<file path="config.mk">
export PLATFORM = sky130hd
export DESIGN_NAME = store_clean_ctrl
export DESIGN_NICKNAME = d
export VERILOG_FILES = /design/src/rtl/scc_pkg.sv /design/src/rtl/scc_entry.sv /design/src/rtl/scc_prio_sel.sv /design/src/rtl/scc_clean_fifo.sv /design/src/rtl/store_clean_ctrl.sv
export SDC_FILE = /design/constraint.sdc
export NUM_CORES = 1
export LEC_CHECK = 0
export BUFFER_PORTS_ARGS = -buffer_cell sky130_fd_sc_hd__buf_4
export CORE_MARGIN = 4
export CORE_UTILIZATION = 40
export DETAILED_ROUTE_END_ITERATION = 8
export GPL_ROUTABILITY_DRIVEN = 0
export HOLD_SLACK_MARGIN = 0.06
export PLACE_DENSITY = 0.7
export SLEW_MARGIN = 20
export SYNTH_ARGS = -nofsm -noshare
export SYNTH_HDL_FRONTEND = slang
export SYNTH_SLANG_ARGS = --single-unit
</file>
<file path="constraint.sdc">
create_clock -name clk -period 3.9 [get_ports clk]
set_clock_uncertainty 0.05 [all_clocks]
set_input_delay 0.78 -clock clk [delete_from_list [all_inputs] [get_ports clk]]
set_output_delay 0.78 -clock clk [all_outputs]
set_load 0.02 [all_outputs]
</file>
<file path="src/rtl/scc_pkg.sv">
package scc_pkg;
  localparam int unsigned DEF_ENTRIES  = 2;
  localparam int unsigned DEF_PAT_BITS = 8;
  localparam int unsigned DEF_ADDR_W   = 32;
  localparam int unsigned DEF_LINE_OFS = 4;
  localparam int unsigned DEF_Q_DEPTH  = 2;

  function automatic int unsigned idx_width(input int unsigned n);
    return (n > 1) ? $clog2(n) : 1;
  endfunction
endpackage

</file>
<file path="src/rtl/scc_entry.sv">
module scc_entry #(
  parameter int unsigned IADDR_W  = 32,
  parameter int unsigned PAT_BITS = 8,
  parameter int unsigned PTR_W    = 3
) (
  input  logic               clk,
  input  logic               rst_n,
  input  logic               wr_en,
  input  logic               wr_valid,
  input  logic [IADDR_W-1:0] wr_iaddr,
  input  logic [PAT_BITS-1:0] wr_pattern,
  input  logic [PTR_W-1:0]   wr_len_m1,
  input  logic [IADDR_W-1:0] probe_iaddr,
  input  logic               advance,
  output logic               hit,
  output logic               cur_bit
);
  localparam logic [PTR_W-1:0] LAST = PTR_W'(PAT_BITS - 1);

  logic                valid_q, valid_d;
  logic [IADDR_W-1:0]  iaddr_q, iaddr_d;
  logic [PAT_BITS-1:0] pat_q, pat_d;
  logic [PTR_W-1:0]    len_q, len_d;
  logic [PTR_W-1:0]    ptr_q, ptr_d;

  always_comb begin
    valid_d = valid_q;
    iaddr_d = iaddr_q;
    pat_d   = pat_q;
    len_d   = len_q;
    ptr_d   = ptr_q;
    if (wr_en) begin
      valid_d = wr_valid;
      iaddr_d = wr_iaddr;
      pat_d   = wr_pattern;
      len_d   = (wr_len_m1 > LAST) ? LAST : wr_len_m1;
      ptr_d   = '0;
    end else if (advance) begin
      ptr_d = (ptr_q >= len_q) ? '0 : ptr_q + 1'b1;
    end
  end

  always_ff @(posedge clk or negedge rst_n) begin
    if (!rst_n) begin
      valid_q <= 1'b0;
      iaddr_q <= '0;
      pat_q   <= '0;
      len_q   <= '0;
      ptr_q   <= '0;
    end else begin
      valid_q <= valid_d;
      iaddr_q <= iaddr_d;
      pat_q   <= pat_d;
      len_q   <= len_d;
      ptr_q   <= ptr_d;
    end
  end

  assign hit     = valid_q && (iaddr_q == probe_iaddr);
  assign cur_bit = pat_q[ptr_q];
endmodule

</file>
<file path="src/rtl/scc_prio_sel.sv">
module scc_prio_sel #(
  parameter int unsigned N = 2
) (
  input  logic [N-1:0] hits,
  output logic [N-1:0] grant,
  output logic         any
);
  always_comb begin
    grant = '0;
    any   = 1'b0;
    for (int i = 0; i < N; i++) begin
      if (hits[i] && !any) begin
        grant[i] = 1'b1;
        any      = 1'b1;
      end
    end
  end
endmodule

</file>
<file path="src/rtl/scc_clean_fifo.sv">
module scc_clean_fifo #(
  parameter int unsigned W     = 28,
  parameter int unsigned DEPTH = 2
) (
  input  logic         clk,
  input  logic         rst_n,
  input  logic         push,
  input  logic [W-1:0] push_data,
  input  logic         pop,
  output logic [W-1:0] head,
  output logic         empty,
  output logic         full,
  output logic [$clog2(DEPTH+1)-1:0] count
);
  localparam int unsigned AW = (DEPTH > 1) ? $clog2(DEPTH) : 1;
  localparam int unsigned CW = $clog2(DEPTH + 1);
  localparam logic [AW-1:0] LAST = AW'(DEPTH - 1);

  logic [W-1:0]  mem_q [DEPTH];
  logic [AW-1:0] wp_q, wp_d, rp_q, rp_d;
  logic [CW-1:0] cnt_q, cnt_d;
  logic          do_push, do_pop;

  assign do_push = push && (cnt_q != CW'(DEPTH));
  assign do_pop  = pop && (cnt_q != '0);

  always_comb begin
    wp_d  = wp_q;
    rp_d  = rp_q;
    cnt_d = cnt_q;
    if (do_push) wp_d = (wp_q == LAST) ? '0 : wp_q + 1'b1;
    if (do_pop)  rp_d = (rp_q == LAST) ? '0 : rp_q + 1'b1;
    case ({do_push, do_pop})
      2'b10:   cnt_d = cnt_q + 1'b1;
      2'b01:   cnt_d = cnt_q - 1'b1;
      default: cnt_d = cnt_q;
    endcase
  end

  always_ff @(posedge clk or negedge rst_n) begin
    if (!rst_n) begin
      wp_q  <= '0;
      rp_q  <= '0;
      cnt_q <= '0;
    end else begin
      wp_q  <= wp_d;
      rp_q  <= rp_d;
      cnt_q <= cnt_d;
    end
  end

  generate
    for (genvar g = 0; g < DEPTH; g++) begin : g_slot
      always_ff @(posedge clk or negedge rst_n) begin
        if (!rst_n) begin
          mem_q[g] <= '0;
        end else if (do_push && (wp_q == AW'(g))) begin
          mem_q[g] <= push_data;
        end
      end
    end
  endgenerate

  assign head  = mem_q[rp_q];
  assign empty = (cnt_q == '0);
  assign full  = (cnt_q == CW'(DEPTH));
  assign count = cnt_q;
endmodule

</file>
<file path="src/rtl/store_clean_ctrl.sv">
module store_clean_ctrl #(
  parameter int unsigned N_ENTRIES = scc_pkg::DEF_ENTRIES,
  parameter int unsigned PAT_BITS  = scc_pkg::DEF_PAT_BITS,
  parameter int unsigned IADDR_W   = scc_pkg::DEF_ADDR_W,
  parameter int unsigned DADDR_W   = scc_pkg::DEF_ADDR_W,
  parameter int unsigned LINE_OFS  = scc_pkg::DEF_LINE_OFS,
  parameter int unsigned Q_DEPTH   = scc_pkg::DEF_Q_DEPTH,
  localparam int unsigned IDX_W    = scc_pkg::idx_width(N_ENTRIES),
  localparam int unsigned PTR_W    = scc_pkg::idx_width(PAT_BITS),
  localparam int unsigned LINE_W   = DADDR_W - LINE_OFS
) (
  input  logic                clk,
  input  logic                rst_n,
  input  logic                cfg_we,
  input  logic [IDX_W-1:0]    cfg_idx,
  input  logic                cfg_valid,
  input  logic [IADDR_W-1:0]  cfg_iaddr,
  input  logic [PAT_BITS-1:0] cfg_pattern,
  input  logic [PTR_W-1:0]    cfg_len_m1,
  input  logic                st_valid,
  input  logic [IADDR_W-1:0]  st_iaddr,
  input  logic [DADDR_W-1:0]  st_daddr,
  output logic                st_ready,
  output logic                clean_req,
  output logic [LINE_W-1:0]   clean_line,
  input  logic                clean_ack
);
  localparam int unsigned CNT_W = $clog2(Q_DEPTH + 1);

  logic [N_ENTRIES-1:0] hits, bits, grant;
  logic                 any_hit, st_fire, want_clean;
  logic                 q_empty, q_full;
  logic [CNT_W-1:0]     fifo_cnt;
  logic                 unused_ofs;

  assign unused_ofs = ^st_daddr[LINE_OFS-1:0];
  assign st_fire    = st_valid && st_ready;

  generate
    for (genvar g = 0; g < N_ENTRIES; g++) begin : g_ent
      scc_entry #(
        .IADDR_W (IADDR_W),
        .PAT_BITS(PAT_BITS),
        .PTR_W   (PTR_W)
      ) u_ent (
        .clk        (clk),
        .rst_n      (rst_n),
        .wr_en      (cfg_we && (cfg_idx == IDX_W'(g))),
        .wr_valid   (cfg_valid),
        .wr_iaddr   (cfg_iaddr),
        .wr_pattern (cfg_pattern),
        .wr_len_m1  (cfg_len_m1),
        .probe_iaddr(st_iaddr),
        .advance    (st_fire && grant[g]),
        .hit        (hits[g]),
        .cur_bit    (bits[g])
      );
    end
  endgenerate

  scc_prio_sel #(.N(N_ENTRIES)) u_sel (
    .hits (hits),
    .grant(grant),
    .any  (any_hit)
  );

  assign want_clean = st_fire && any_hit && |(grant & bits);

  scc_clean_fifo #(.W(LINE_W), .DEPTH(Q_DEPTH)) u_q (
    .clk      (clk),
    .rst_n    (rst_n),
    .push     (want_clean),
    .push_data(st_daddr[DADDR_W-1:LINE_OFS]),
    .pop      (clean_ack),
    .head     (clean_line),
    .empty    (q_empty),
    .full     (q_full),
    .count    (fifo_cnt)
  );

  assign clean_req = !q_empty;
  assign st_ready  = !q_full;
endmodule

</file>
==> flow_summary.yaml <==
run_status:
  status: "finished clean"
setup_path:
  path_class: "in -> reg"
  rr_worst_depth: 7
  critPathMaxFanout: 7
  arrival_ns: 3.30
  r2r-end: "u_q.count[1]"
  cp-start-kind: "input pin"
  worstPathRequired_ns: 4.19
  cp-end-kind: "flop"
  rrSetupSlack_ns: 0.99
  r2r_start: "g_ent[1].u_ent.iaddr_q[17]"
timing:
  finalSetupViolCount: 0
  slew_viol_final: 0
  tightest_slew_ns: 0.866
  min_period_ns: 3.01
  fmax_mhz: 332
  finalHoldViolCount: 0
  fin_crit_sh_pct: 77.2
  grt_setup_unrepaired: "false"
  relSlewSlack_pct: 42.2
  finalSetupTns_ns: 0
synth:
  synth_seq_area_share_pct: 52.0
  ys.flop_type: "dfrtp_1"
  synth_top_family_by_area: "multiplexers"
  synth_area_leaders: "dfrtp_1 (52%), mux2_2 (26%), xnor2_1 (4.7%)"
  synth-simple-area-share_pct: 6.97
  synth_xor_area_share_pct: 8.15
  ys_seq_elements: 154
  yosysTopAreaCell: "dfrtp_1"
  yosysWarnings: 0
  synthAdderAreaFrac_pct: 1.52
  syn_nets: 667
  synth_cell_types: 44
  synth_compound_area_share_pct: 2.40
  syn_area_per_cell_um2: 13.6
  synth_top_area_share_pct: 52.0
  synth_edf_count: 0
  postSynthCellCount: 544
  syn_area_um2: 7410
  synthArstFlopShare_pct: 100
  synth.area.mux_share_pct: 27.1
detailed_routing:
  ant_nets: 0
  vias: 4901
  avgViaCountPerCell: 5.25
  drt_iter0_markers: 290
  first_pass_iters: 4
  detail_route.wl_per_cell_um: 19.2
  post-route-drc-count: 0
  routed_wl_um: 17900
finish:
  fin_util_pct: 51.9
  multiInputGateArea_um2: 3440
  num_antenna_cells: 0
  syn2layout_area_growth_pct: 26.7
  num-nets-final: 814
  drive_gt1_share_pct: 51.3
  seq_area_um2: 3850
  nFillCells: 1509
grt:
  grt_usage_pct: 17.8
  grt_pass1_vias: 5409
  overflow: 0
  grt_max_degree: 95
  antenna_found_initial: 0
  grt_pass1_wl_um: 28400
power_and_ir_drop:
  ir_drop_uv: 297
  p_per_area_nw_per_um2: 448
  leakagePower_nw: 4.35
cts:
  h-tree-depth: 4
  hold_buffers: 0
  worstSkewPairLatency_ns: 0.42
  clk_pin_slew_ns: 0.06
  clkSinkCount: 154
  postCtsSetupRepairBufs: 0
  cts_made_buffers: 17
  ctsLongestPathBuffers: 2
  cts-resized-gates: 0
  clk_root_buffer_cell: "clkbuf_16"
  cts_tree: "built"
run:
  drv_cap: 0
floorplanning:
  std_cell_rows: 49
  die_h_um: 144
  core-area_um2: 18100
  io_pins: 144
  start_util_pct: 41.0
  dieArea_um2: 20800
  fp.dieW_um: 144
placement:
  place_hpwl_um: 13300
  io_buffers: 139
min_path:
  hp-class: "in -> async"
final cells by class:
class	count	share of cell area, %
multi-input combinational	361	36.7
sequential	154	41.0
inverter	9	0.360
clock buffer	19	4.61
timing repair buffer	148	12.1
tap	229	3.05
clock inverter	13	2.12
per-layer routing:
layer	global-route usage (%)	vias to the layer above	share of wire (%)
li1	-	2271	-
met1	22.9	2493	42
met2	29.2	116	51
met3	4.37	21	4.7
met4	6.54	0	2.0
met5	0	-	0
stage by stage:
step                      hold WS (ns)  std cells  setup slack (ns)  total power [mW]  instance area [um2]
after floorplan                  0.407        544             0.692              2.19                 7410
after global placement           0.428        901             0.474              2.43                 8760
after detailed placement         0.439        901             0.473              2.46                 8760
after CTS                        0.436        933             0.903              4.26                 9390
after global routing             0.455        933             0.820              4.39                 9390
final                            0.400        933             0.888              4.21                 9390
cells by family after synthesis:
| logic type | count (synthesis) |
|---|---|
| muxes | 177 |
| DFF | 154 |
| and+or+nand+nor | 85 |
| xor gates and xnor gates | 69 |
| buffers and inverters | 29 |
| AOI/OAI and AO/OA | 21 |
| adders and majority gates | 9 |
worst max-delay path, stage by stage:
cell    delay, ns
buf_4        0.12
xor2_1       0.19
or4_1        0.56
or3_2        0.57
o41a_1       0.47
ha_1         0.32
nor2_1       0.13
xor2_1       0.15
state kept, by name, indices dropped and copies added (netlist names), 2 cells and up:
name	cells
g_ent.u_ent.valid_q	2
u_q.count	2
g_ent.u_ent.ptr_q	6
g_ent.u_ent.len_q	6
g_ent.u_ent.pat_q	16
u_q.mem_q	56
g_ent.u_ent.iaddr_q	64
how the worst max path moves through the flow:
stage	start	to	slack, ns	depth (start not counted)
CTS	st_iaddr[17]	u_q.count[1]	0.90	8
detailed placement	st_iaddr[17]	u_q.count[1]	0.47	8
floorplan	st_iaddr[17]	u_q.mem_q[10]	0.69	6
global route	st_iaddr[17]	u_q.count[1]	0.82	8
global placement	st_iaddr[17]	u_q.count[1]	0.47	8
finish	st_iaddr[17]	u_q.count[1]	0.89	8
synth_stat cells (2+ instances only):
| cell | n |
|---|---|
| or4_1 | 4 |
| inv_1 | 9 |
| mux2_2 | 172 |
| buf_2 | 2 |
| xor2_1 | 29 |
| and3_1 | 5 |
| nor3_1 | 2 |
| nor2b_1 | 2 |
| a21oi_1 | 4 |
| or2_2 | 2 |
| nand2_1 | 10 |
| nand3_1 | 4 |
| mux2i_1 | 3 |
| a21o_1 | 3 |
| nand2b_1 | 6 |
| dfrtp_1 | 154 |
| clkbuf_1 | 14 |
| buf_6 | 3 |
| a21boi_0 | 3 |
| ha_1 | 9 |
| nand4_1 | 17 |
| nor4_1 | 13 |
| nor2_1 | 6 |
| xnor2_1 | 40 |
| o31ai_1 | 2 |
| mux4_2 | 2 |
| or3_1 | 2 |
| or4_4 | 2 |
| o21ai_0 | 3 |
| nor4b_1 | 2 |
| and2_1 | 2 |
placed cells by master (no fill, tap or decap), types with 3 or more instances in the layout:
master and count:
a21boi_0 3, a21o_1 3, a21oi_1 4, and3_1 5, buf_4 145, bufinv_16 5
clkbuf_16 17, clkinv_2 5, dfrtp_1 154, ha_1 9, inv_1 9, mux2_2 172
mux2i_1 3, nand2_1 9, nand2b_1 6, nand3_1 4, nand4_1 17, nor2_1 6
nor4_1 13, o21ai_0 3, or4_1 4, xnor2_1 40, xor2_1 29
where the power goes:
| group | internal (mW) | leakage (nW) | switching (mW) |
|---|---|---|---|
| Clock | 1.13 | 0.307 | 0.648 |
| Combinational | 0.318 | 2.08 | 0.284 |
| Sequential | 1.74 | 1.96 | 0.0924 |
Note: power is estimated with default switching activity, not from simulation.
